**src/rtl/bkpt_pkg.sv**
```systemverilog
package bkpt_pkg;

    localparam int BP_SLOTS         = 4;
    localparam int REG_W            = 32;
    localparam int SEL_W            = 3;
    localparam int IDX_W            = $clog2(BP_SLOTS);
    localparam int CTRL_TYPE_LSB    = 16;
    localparam int CTRL_TYPE_STRIDE = 4;
    localparam int CTRL_GUARD_BIT   = 13;
    localparam int STAT_GUARD_BIT   = 13;
    localparam int STAT_STEP_BIT    = 14;
    localparam int STAT_TASK_BIT    = 15;

    localparam logic [SEL_W-1:0] SEL_CTRL = SEL_W'(4);
    localparam logic [SEL_W-1:0] SEL_STAT = SEL_W'(5);

    typedef enum logic [1:0] {
        KIND_FETCH = 2'b00,
        KIND_WRITE = 2'b01,
        KIND_READ  = 2'b10,
        KIND_IDLE  = 2'b11
    } acc_kind_e;

    typedef enum logic [1:0] {
        TRIG_FETCH = 2'b00,
        TRIG_WRITE = 2'b01,
        TRIG_NONE  = 2'b10,
        TRIG_DATA  = 2'b11
    } trig_e;

    typedef struct packed {
        logic  loc_en;
        logic  glb_en;
        trig_e trig;
    } slot_cfg_t;

    typedef struct packed {
        logic                task_trap;
        logic                step_trap;
        logic                guard_trip;
        logic [BP_SLOTS-1:0] bp_hit;
    } cause_t;

    // Does an access of kind k satisfy trigger code t?
    function automatic logic trig_agrees(trig_e t, acc_kind_e k);
        logic ok;
        unique case (t)
            TRIG_FETCH: ok = (k == KIND_FETCH);
            TRIG_WRITE: ok = (k == KIND_WRITE);
            TRIG_DATA:  ok = (k == KIND_WRITE) || (k == KIND_READ);
            default:    ok = 1'b0;
        endcase
        return ok;
    endfunction

    // Bits of the control word that hold state.
    function automatic logic [REG_W-1:0] ctrl_keep_mask();
        logic [REG_W-1:0] m;
        m = '0;
        for (int n = 0; n < BP_SLOTS; n++) begin
            m[2*n]                                  = 1'b1;
            m[2*n+1]                                = 1'b1;
            m[CTRL_TYPE_LSB+CTRL_TYPE_STRIDE*n +: 2] = 2'b11;
        end
        m[CTRL_GUARD_BIT] = 1'b1;
        return m;
    endfunction

    // Bits of the control word that arm a slot for the current task only.
    function automatic logic [REG_W-1:0] local_en_mask();
        logic [REG_W-1:0] m;
        m = '0;
        for (int n = 0; n < BP_SLOTS; n++) m[2*n] = 1'b1;
        return m;
    endfunction

    // Map causes onto status word bit positions.
    function automatic logic [REG_W-1:0] stat_image(cause_t c);
        logic [REG_W-1:0] w;
        w = '0;
        w[BP_SLOTS-1:0]  = c.bp_hit;
        w[STAT_GUARD_BIT] = c.guard_trip;
        w[STAT_STEP_BIT]  = c.step_trap;
        w[STAT_TASK_BIT]  = c.task_trap;
        return w;
    endfunction

    localparam logic [REG_W-1:0] CTRL_KEEP = ctrl_keep_mask();
    localparam logic [REG_W-1:0] LOC_MASK  = local_en_mask();
    localparam logic [REG_W-1:0] STAT_KEEP = stat_image(cause_t'('1));

endpackage

```
**src/rtl/bkpt_regfile.sv**
```systemverilog
module bkpt_regfile
    import bkpt_pkg::*;
#(
    parameter int ADDR_W = 32
) (
    input  logic                clk,
    input  logic                rst,
    input  logic                wr_en,
    input  logic [SEL_W-1:0]    wr_sel,
    input  logic [REG_W-1:0]    wr_data,
    input  logic                task_switch,
    output logic [ADDR_W-1:0]   bp_addr  [BP_SLOTS],
    output slot_cfg_t           slot_cfg [BP_SLOTS],
    output logic                guard_trip,
    output logic [REG_W-1:0]    ctrl_word
);

    logic [ADDR_W-1:0] addr_q [BP_SLOTS];
    logic [REG_W-1:0]  ctrl_q;
    logic [REG_W-1:0]  ctrl_nxt;
    logic              wr_ok;

    // A guarded write to any live register is refused and reported.
    assign guard_trip = wr_en && ctrl_q[CTRL_GUARD_BIT] && (wr_sel <= SEL_STAT);
    assign wr_ok      = wr_en && !guard_trip;

    always_comb begin
        ctrl_nxt = ctrl_q;
        if (wr_ok && wr_sel == SEL_CTRL) begin
            ctrl_nxt = wr_data & CTRL_KEEP;
        end else if (guard_trip) begin
            ctrl_nxt[CTRL_GUARD_BIT] = 1'b0;
        end
        if (task_switch) begin
            ctrl_nxt = ctrl_nxt & ~LOC_MASK;
        end
    end

    always_ff @(posedge clk) begin
        if (rst) begin
            ctrl_q <= '0;
            for (int n = 0; n < BP_SLOTS; n++) addr_q[n] <= '0;
        end else begin
            ctrl_q <= ctrl_nxt;
            for (int n = 0; n < BP_SLOTS; n++) begin
                if (wr_ok && wr_sel == SEL_W'(n)) addr_q[n] <= wr_data[ADDR_W-1:0];
            end
        end
    end

    always_comb begin
        for (int n = 0; n < BP_SLOTS; n++) begin
            bp_addr[n]         = addr_q[n];
            slot_cfg[n].loc_en = ctrl_q[2*n];
            slot_cfg[n].glb_en = ctrl_q[2*n+1];
            slot_cfg[n].trig   = trig_e'(ctrl_q[CTRL_TYPE_LSB+CTRL_TYPE_STRIDE*n +: 2]);
        end
    end

    assign ctrl_word = ctrl_q;

    // a task switch leaves no slot armed for the current task only
    a_r9_local_cleared: assert property (@(posedge clk) disable iff (rst)
        task_switch |=> (ctrl_word & LOC_MASK) == '0);

    // global enables survive a task switch that has no register write
    a_r9_global_kept: assert property (@(posedge clk) disable iff (rst)
        (task_switch && !wr_en) |=> (ctrl_word & ~LOC_MASK) == ($past(ctrl_word) & ~LOC_MASK));

    // a refused write drops the guard
    a_r10_guard_drops: assert property (@(posedge clk) disable iff (rst)
        guard_trip |=> !ctrl_word[CTRL_GUARD_BIT]);

    for (genvar n = 0; n < BP_SLOTS; n++) begin : g_guard_chk
        // breakpoint addresses are untouched by a refused write
        a_r10_addr_held: assert property (@(posedge clk) disable iff (rst)
            guard_trip |=> $stable(addr_q[n]));
    end

endmodule

```
**src/rtl/bkpt_slot_match.sv**
```systemverilog
module bkpt_slot_match
    import bkpt_pkg::*;
#(
    parameter int ADDR_W = 32
) (
    input  logic              acc_valid,
    input  logic [ADDR_W-1:0] acc_addr,
    input  acc_kind_e         acc_kind,
    input  logic [ADDR_W-1:0] bp_addr,
    input  slot_cfg_t         cfg,
    output logic              hit
);

    logic armed;
    logic addr_eq;
    logic kind_ok;

    always_comb begin
        armed   = cfg.loc_en || cfg.glb_en;
        addr_eq = (acc_addr == bp_addr);
        kind_ok = trig_agrees(cfg.trig, acc_kind);
        hit     = acc_valid && armed && addr_eq && kind_ok;
    end

    always_comb begin
        // the reserved trigger code never produces a hit
        if (cfg.trig == TRIG_NONE) a_r3_never_code: assert (!hit);
        // a disarmed slot stays silent
        if (!cfg.loc_en && !cfg.glb_en) a_r4_disarmed_quiet: assert (!hit);
    end

endmodule

```
**src/rtl/bkpt_cause_log.sv**
```systemverilog
module bkpt_cause_log
    import bkpt_pkg::*;
(
    input  logic             clk,
    input  logic             rst,
    input  cause_t           cause,
    input  logic             sw_load,
    input  logic [REG_W-1:0] sw_data,
    output logic [REG_W-1:0] stat_word,
    output logic             exc_pulse
);

    logic [REG_W-1:0] stat_q;
    logic             exc_q;

    always_ff @(posedge clk) begin
        if (rst) begin
            stat_q <= '0;
            exc_q  <= 1'b0;
        end else begin
            stat_q <= (sw_load ? (sw_data & STAT_KEEP) : stat_q) | stat_image(cause);
            exc_q  <= |cause;
        end
    end

    assign stat_word = stat_q;
    assign exc_pulse = exc_q;

    // without a software load no status bit ever falls
    a_r7_sticky: assert property (@(posedge clk) disable iff (rst)
        !sw_load |=> (stat_word & $past(stat_word)) == $past(stat_word));

    // unused status bits stay zero
    a_r7_zero_bits: assert property (@(posedge clk) disable iff (rst)
        (stat_word & ~STAT_KEEP) == '0);

    // every hitting slot is logged on the next edge
    a_r5_hit_logged: assert property (@(posedge clk) disable iff (rst)
        (|cause.bp_hit) |=> (stat_word[BP_SLOTS-1:0] & $past(cause.bp_hit)) == $past(cause.bp_hit));

    // exception follows any cause, and only a cause
    a_r8_exc_on_cause: assert property (@(posedge clk) disable iff (rst)
        (|cause) |=> exc_pulse);
    a_r8_exc_quiet: assert property (@(posedge clk) disable iff (rst)
        !(|cause) |=> !exc_pulse);

endmodule

```
**src/rtl/bkpt_watch_unit.sv**
```systemverilog
module bkpt_watch_unit
    import bkpt_pkg::*;
#(
    parameter int ADDR_W = 32
) (
    input  logic              clk,
    input  logic              rst,
    input  logic              reg_wr,
    input  logic [2:0]        reg_sel,
    input  logic [31:0]       reg_wdata,
    output logic [31:0]       reg_rdata,
    input  logic              acc_valid,
    input  logic [ADDR_W-1:0] acc_addr,
    input  logic [1:0]        acc_kind,
    input  logic              step_trap,
    input  logic              task_trap,
    input  logic              task_switch,
    output logic              dbg_exc
);

    logic [ADDR_W-1:0]   bp_addr  [BP_SLOTS];
    slot_cfg_t           slot_cfg [BP_SLOTS];
    logic                guard_trip;
    logic [REG_W-1:0]    ctrl_word;
    logic [REG_W-1:0]    stat_word;
    logic [BP_SLOTS-1:0] hit_vec;
    cause_t              cause;
    logic                sw_load;
    acc_kind_e           kind;

    assign kind = acc_kind_e'(acc_kind);

    bkpt_regfile #(.ADDR_W(ADDR_W)) u_regs (
        .clk         (clk),
        .rst         (rst),
        .wr_en       (reg_wr),
        .wr_sel      (reg_sel),
        .wr_data     (reg_wdata),
        .task_switch (task_switch),
        .bp_addr     (bp_addr),
        .slot_cfg    (slot_cfg),
        .guard_trip  (guard_trip),
        .ctrl_word   (ctrl_word)
    );

    for (genvar n = 0; n < BP_SLOTS; n++) begin : g_slot
        bkpt_slot_match #(.ADDR_W(ADDR_W)) u_match (
            .acc_valid (acc_valid),
            .acc_addr  (acc_addr),
            .acc_kind  (kind),
            .bp_addr   (bp_addr[n]),
            .cfg       (slot_cfg[n]),
            .hit       (hit_vec[n])
        );
    end

    always_comb begin
        cause.bp_hit     = hit_vec;
        cause.guard_trip = guard_trip;
        cause.step_trap  = step_trap;
        cause.task_trap  = task_trap;
    end

    assign sw_load = reg_wr && (reg_sel == SEL_STAT) && !guard_trip;

    bkpt_cause_log u_log (
        .clk       (clk),
        .rst       (rst),
        .cause     (cause),
        .sw_load   (sw_load),
        .sw_data   (reg_wdata),
        .stat_word (stat_word),
        .exc_pulse (dbg_exc)
    );

    always_comb begin
        reg_rdata = '0;
        if (reg_sel < SEL_W'(BP_SLOTS)) begin
            reg_rdata = REG_W'(bp_addr[reg_sel[IDX_W-1:0]]);
        end else if (reg_sel == SEL_CTRL) begin
            reg_rdata = ctrl_word;
        end else if (reg_sel == SEL_STAT) begin
            reg_rdata = stat_word;
        end
    end

    // no slot hits on an idle kind or without a valid address
    a_r3_idle_no_hit: assert property (@(posedge clk) disable iff (rst)
        (!acc_valid || kind == KIND_IDLE) |-> hit_vec == '0);

    // trap events land in their status bits
    a_r6_step_logged: assert property (@(posedge clk) disable iff (rst)
        step_trap |=> stat_word[STAT_STEP_BIT]);
    a_r6_task_logged: assert property (@(posedge clk) disable iff (rst)
        task_trap |=> stat_word[STAT_TASK_BIT]);

endmodule

```
**config.mk**
```make
export PLATFORM = sky130hd
export DESIGN_NAME = bkpt_watch_unit
export DESIGN_NICKNAME = d
export VERILOG_FILES = /design/src/rtl/bkpt_pkg.sv /design/src/rtl/bkpt_regfile.sv /design/src/rtl/bkpt_slot_match.sv /design/src/rtl/bkpt_cause_log.sv /design/src/rtl/bkpt_watch_unit.sv
export SDC_FILE = /design/constraint.sdc
export NUM_CORES = 1
export LEC_CHECK = 0
export BUFFER_PORTS_ARGS = -buffer_cell sky130_fd_sc_hd__buf_2
export CORE_MARGIN = 3
export CORE_UTILIZATION = 40
export CTS_BUF_LIST = sky130_fd_sc_hd__clkbuf_4 sky130_fd_sc_hd__clkbuf_8 sky130_fd_sc_hd__clkbuf_16
export CTS_CLUSTER_SIZE = 30
export DETAILED_ROUTE_END_ITERATION = 16
export PLACE_DENSITY = 0.71
export SLEW_MARGIN = 10
export SYNTH_ARGS = -nofsm -noshare
export SYNTH_HDL_FRONTEND = slang
export SYNTH_SLANG_ARGS = --single-unit
```
**constraint.sdc**
```tcl
create_clock -name clk -period 2.2 [get_ports clk]
set_input_delay 0.11 -clock clk [delete_from_list [all_inputs] [get_ports clk]]
set_output_delay 0.11 -clock clk [all_outputs]
set_load 0.01 [all_outputs]
```
=== Word level (Yosys, flattened, before mapping) ===
Memories as Yosys holds them, arrays and structs flattened.
Index checks and enable logic that the tools add are counted.

* $add $sub $neg: 0
* Multipliers: 0
* Div/mod/pow operators: 0
* Magnitude comparators: 3
* Equal/unequal tests: 19
* Shift-type cells: 0
* Multiplexer cells: 33
* Bitwise gates (word level): 6
* Reductions and logical operators: 36

{| class="wikitable"
|+ Operators by type and width
! operator !! count
|-
| 2-to-1 mux 32 bit || 10
|-
| equality test 32 bit || 4
|-
| binary-select mux 32 bit (select 2 bit) || 1
|-
| bitwise OR 32 x 16 -> 32 bit || 1
|-
| logical AND 1 bit || 22
|-
| 2-to-1 mux 18 bit || 1
|-
| 2-to-1 mux 1 bit || 16
|-
| 2-to-1 mux 13 bit || 1
|-
| one-hot mux 1 bit (3 select lines) || 4
|-
| equality test 2 x 1 -> 1 bit, second input constant || 5
|-
| equality test 2 bit, second input constant || 5
|-
| logical NOT 2 bit || 5
|-
| OR reduction 7 bit || 1
|-
| equality test 3 x 2 -> 1 bit, second input constant || 2
|-
| equality test 3 bit, second input constant || 2
|-
| logical OR 1 bit || 5
|-
| bitwise OR 1 bit || 4
|-
| equality test 3 x 1 -> 1 bit, second input constant || 1
|-
| greater-or-equal comparator 3 bit, second input constant || 1
|-
| <= comparator 3 bit, second input constant || 1
|-
| logical NOT 3 bit || 1
|-
| < comparator 3 bit, second input constant || 1
|-
| inverter 2 -> 3 bit || 1
|-
| OR reduction 2 bit || 1
|-
| logical NOT 1 bit || 1
|}

* Register bits after elaboration: 65
* Latch bits: 0
* RAM bits: 128
* Memory bits (read-only): 0
* Output and inout bits: 33
* Logic and storage cells: 102
* Memories: 1

{| class="wikitable"
|+ Memory list
! name !! depth !! width !! read ports !! clocked after Yosys merged registers in !! wr ports !! RTL line !! RTL
|-
| u_regs.addr_q || 4 || 32 || 4 || 0 || 4 || bkpt_regfile.sv:18 || <nowiki>logic [ADDR_W-1:0] addr_q [BP_SLOTS];</nowiki>
|}

=== Depth between registers and ports, before layout ===
* Depth in word-level cells: 9
* Gate-level depth with buffers: 8
* Gate-level depth less buffers: 8

=== Modules after synthesis ===
Synthesis repeated with hierarchy kept, for this count alone.

* Cells, all modules: 843
* Area, all modules: 9880.7 sq um

{| class="wikitable"
|+ Modules (own cells, without submodules)
! module !! times used !! cells each !! area each (sq um) !! seq. area each (sq um)
|-
| bkpt_regfile || 1 || 394 || 5899.4 || 4184.0
|-
| bkpt_slot_match || 4 || 51 || 436.7 || 0.0
|-
| bkpt_watch_unit || 1 || 186 || 1721.7 || 0.0
|-
| bkpt_cause_log || 1 || 59 || 513.0 || 160.2
|}

=== Worst setup path after synthesis ===
Ideal clock, no wire load.

* Path type: register to register
* Start point: reg u_regs.ctrl_q[13], in the netlist u_regs.ctrl_word[13]
* End point: mem u_regs.addr_q[0][0] (enable)
* Setup time: 388 ps
* Arrival: 1386 ps
* Data required time: 1812 ps
* Setup slack: 426 ps
* Stages on the path, launching flop included: 4
* Buffers on the path: 0
* Cells stage by stage: dfxtp_1 -> nand2b_1 -> nor2_1 -> a21o_1

{| class="wikitable"
|+ RTL lines
! what !! RTL line !! RTL
|-
| from (decl) || bkpt_regfile.sv:19 || <nowiki>logic [REG_W-1:0] ctrl_q;</nowiki>
|-
| from (signal assigned) || bkpt_regfile.sv:44 || <nowiki>ctrl_q <= ctrl_nxt;</nowiki>
|-
| to (decl) || bkpt_regfile.sv:18 ||
|}

==> flow_metrics.env <==
export IMPL_yosysSeqAreaShare=0.513
export IMPL_first_iter_violations=613
export IMPL_required_ns=2.55
export IMPL_portBuffers=108
export IMPL_run_status="completed"
export IMPL_nNetsFinal=925
export IMPL_syn_nets=786
export IMPL_fmax_mhz=482
export IMPL_dp_hpwl_mm=20.2
export IMPL_synth_most_common_cell="and2_1"
export IMPL_core_um2=20500
export IMPL_cts_resized_gates=0
export IMPL_n_fill_cell=1835
export IMPL_setup_viol=0
export IMPL_drc=0
export IMPL_num_rows=52
export IMPL_critPathLaunchType="flip-flop"
export IMPL_critical_path_class="reg -> reg"
export IMPL_syn_area_um2=8480
export IMPL_grt_pass1_wl_mm=39.6
export IMPL_synth_top_cells_by_count="129 x and2_1, 128 x edfxtp_1, 66 x xnor2_1, 61 x xor2_1, 40 x nand2_1"
export IMPL_postSynthCellCount=708
export IMPL_yosys_area_top_type="edfxtp_1"
export IMPL_rsz0062_at_grt="no"
export IMPL_vdd_drop_max_mv=0.502
export IMPL_via_per_inst=5.42
export IMPL_power_mw=7.27
export IMPL_drv_cap=0
export IMPL_insertedDiodeCount=0
export IMPL_hold_viol_final=0
export IMPL_cts_buffers=17
export IMPL_pre_cts_slack_ns=0.188
export IMPL_vias=6125
export IMPL_hold_path_class="in -> reg"
export IMPL_wl_mm=26.9
export IMPL_cts_num_sinks=153
export IMPL_clock_path_buffers=2
export IMPL_synth_main_ff_cell="edfxtp_1"
export IMPL_die_x_um=152
export IMPL_wl_per_cell_um=23.8
export IMPL_io_pins=109
export IMPL_synth_top_area_frac=0.453
export IMPL_grt_max_degree=30
export IMPL_grt_ovfl_total=0
export IMPL_crit_arrival_ns=2.43
export IMPL_setup_ws_ns=0.124
export IMPL_layout_min_cycle_time_ns=2.08
export IMPL_critPathMaxFanout=2
export IMPL_fin_setup_tns_ns=0
export IMPL_drtAntennaViolNets=0
export IMPL_area_delta_synth_final_pct=21.3
export IMPL_tightest_slew_ns=0.650
export IMPL_antenna_found_initial=0
export IMPL_synth_edf_count=128
export IMPL_drive_gt1_frac=0.248
export IMPL_slew_headroom=0.563
export IMPL_synth_warnings=0
export IMPL_async_reset_ff_frac=0
export IMPL_initial_utilization=0.414
export IMPL_ys_ff_latch=153
export IMPL_die_area_um2=23000
export IMPL_end_kind="flip-flop"
export IMPL_place_congestion=0.992
export IMPL_path_clk_slew_ns=0.06
export IMPL_cts_tree="yes"
export IMPL_p_leak_nw=4.06
export IMPL_finalCritPeriodShare=0.944
export IMPL_cts_htree_levels=4
export IMPL_place_area_um2=9450
export IMPL_grt_pass1_vias=6191
export IMPL_synth_area_leaders="edfxtp_1 45%, and2_1 9.5%, mux4_2 8.5%"
export IMPL_finalInstanceArea_um2=10300
export IMPL_skew_ns=0.00868
export IMPL_synth_cell_types=39
export IMPL_syn_avg_cell_area_um2=12.0
export IMPL_drtPass1Iterations=5
export IMPL_cts_setup_buffers=0
export IMPL_clk_latency_ns=0.43
export IMPL_grt_use_total=0.242
export IMPL_power_density_nw_per_um2=707
export IMPL_clockRootBuffer="clkbuf_16"
export IMPL_dieHeight_um=152
export IMPL_finalMaxSlewViolations=0
## critical path, stage by stage (launching register included)
cell and delay (ns):
edfxtp_1 0.41, xor2_1 0.19, nor4_1 0.60, nand4_1 0.20, nor4_2 0.28, nor4_1 0.13
a41oi_1 0.19
## per-layer routing
metal / wire, um / vias up / part of all wire / track usage
li1: - / 2768 / - / -
met1: 10700 / 2990 / 0.40 / 0.317
met2: 12900 / 314 / 0.48 / 0.394
met3: 2430 / 53 / 0.090 / 0.0526
met4: 850 / 0 / 0.032 / 0.0966
met5: 0 / - / 0 / 0
## cells by family (layout without fill, tap and decap cells)
group                    Yosys count  after routing  synth area share
multiplexers                      52             52             0.109
AND/OR/NAND/NOR                  251            251             0.172
AO/OA/AOI/OAI                     55             55            0.0379
flip-flops                       153            153             0.513
adder cells (fa/ha/maj)            2              2           0.00295
XOR/XNOR                         128            128             0.133
buffers and inverters             67            219            0.0325
## layout make-up
type	count	area [um2]	share of cell area
tap	270	338	0.0329
timing repair buffer	162	1030	0.100
clock inverter	11	146	0.0142
multi-input combinational	488	3870	0.377
inverter	25	93.8	0.00913
sequential	153	4340	0.423
clock buffer	21	455	0.0443
## sequential cells by signal, summed over array words and instances, names as in the netlist
signal	flops
u_regs.ctrl_word	17
u_log.exc_pulse	1
u_log.stat_word	7
u_regs.addr_q	128
## power by group
group | internal, mW | switching (mW) | total, mW | leakage [nW]
clock network | 1.84 | 1.19 | 3.03 | 0.296
registers | 3.25 | 0.0732 | 3.32 | 1.58
logic | 0.380 | 0.547 | 0.926 | 2.19
total | 5.46 | 1.81 | 7.27 | 4.06
## cells in the final DEF (no fill, tap or decap), drive strengths merged, types with 9 or more instances in the layout
master,count
inv,27
nor2b,17
dlygate4sd3,23
mux2i,19
mux4,32
clkbuf,21
nor4,19
o21ai,20
xor2,62
nand4,19
and2,129
a21oi,18
dfxtp,25
edfxtp,128
buf,139
nand2,40
nor2,9
xnor2,66
## worst paths after layout
| path | startpoint | endpoint | slack (ns) | cells after the start |
|---|---|---|---|---|
| hold reg to reg | u_regs.ctrl_word[3] | u_regs.ctrl_word[3] | 0.48 | 2 |
| setup reg to reg | u_regs.addr_q[3][9] | u_log.exc_pulse | 0.12 | 6 |
| hold / removal | reg_wdata[22] | u_regs.addr_q[3][22] | 0.008 | 2 |
| setup / recovery | u_regs.addr_q[3][9] | u_log.exc_pulse | 0.12 | 6 |
## metrics by stage
step,hold WS [ns],utilization,cells
floorplan,0.187,-,708
global placement,0.337,0.461,1075
detailed placement,0.341,0.461,1075
CTS,0.00142,0.502,1130
global route,0.0131,0.502,1130
finish,0.00763,0.502,1130
## repair_timing
item / CTS / global route
endpoints found under the setup margin: 0 / 0
hold buffers: 23 / 0
endpoints found under the hold margin: 46 / 0
(Power assumes the default switching activity.)
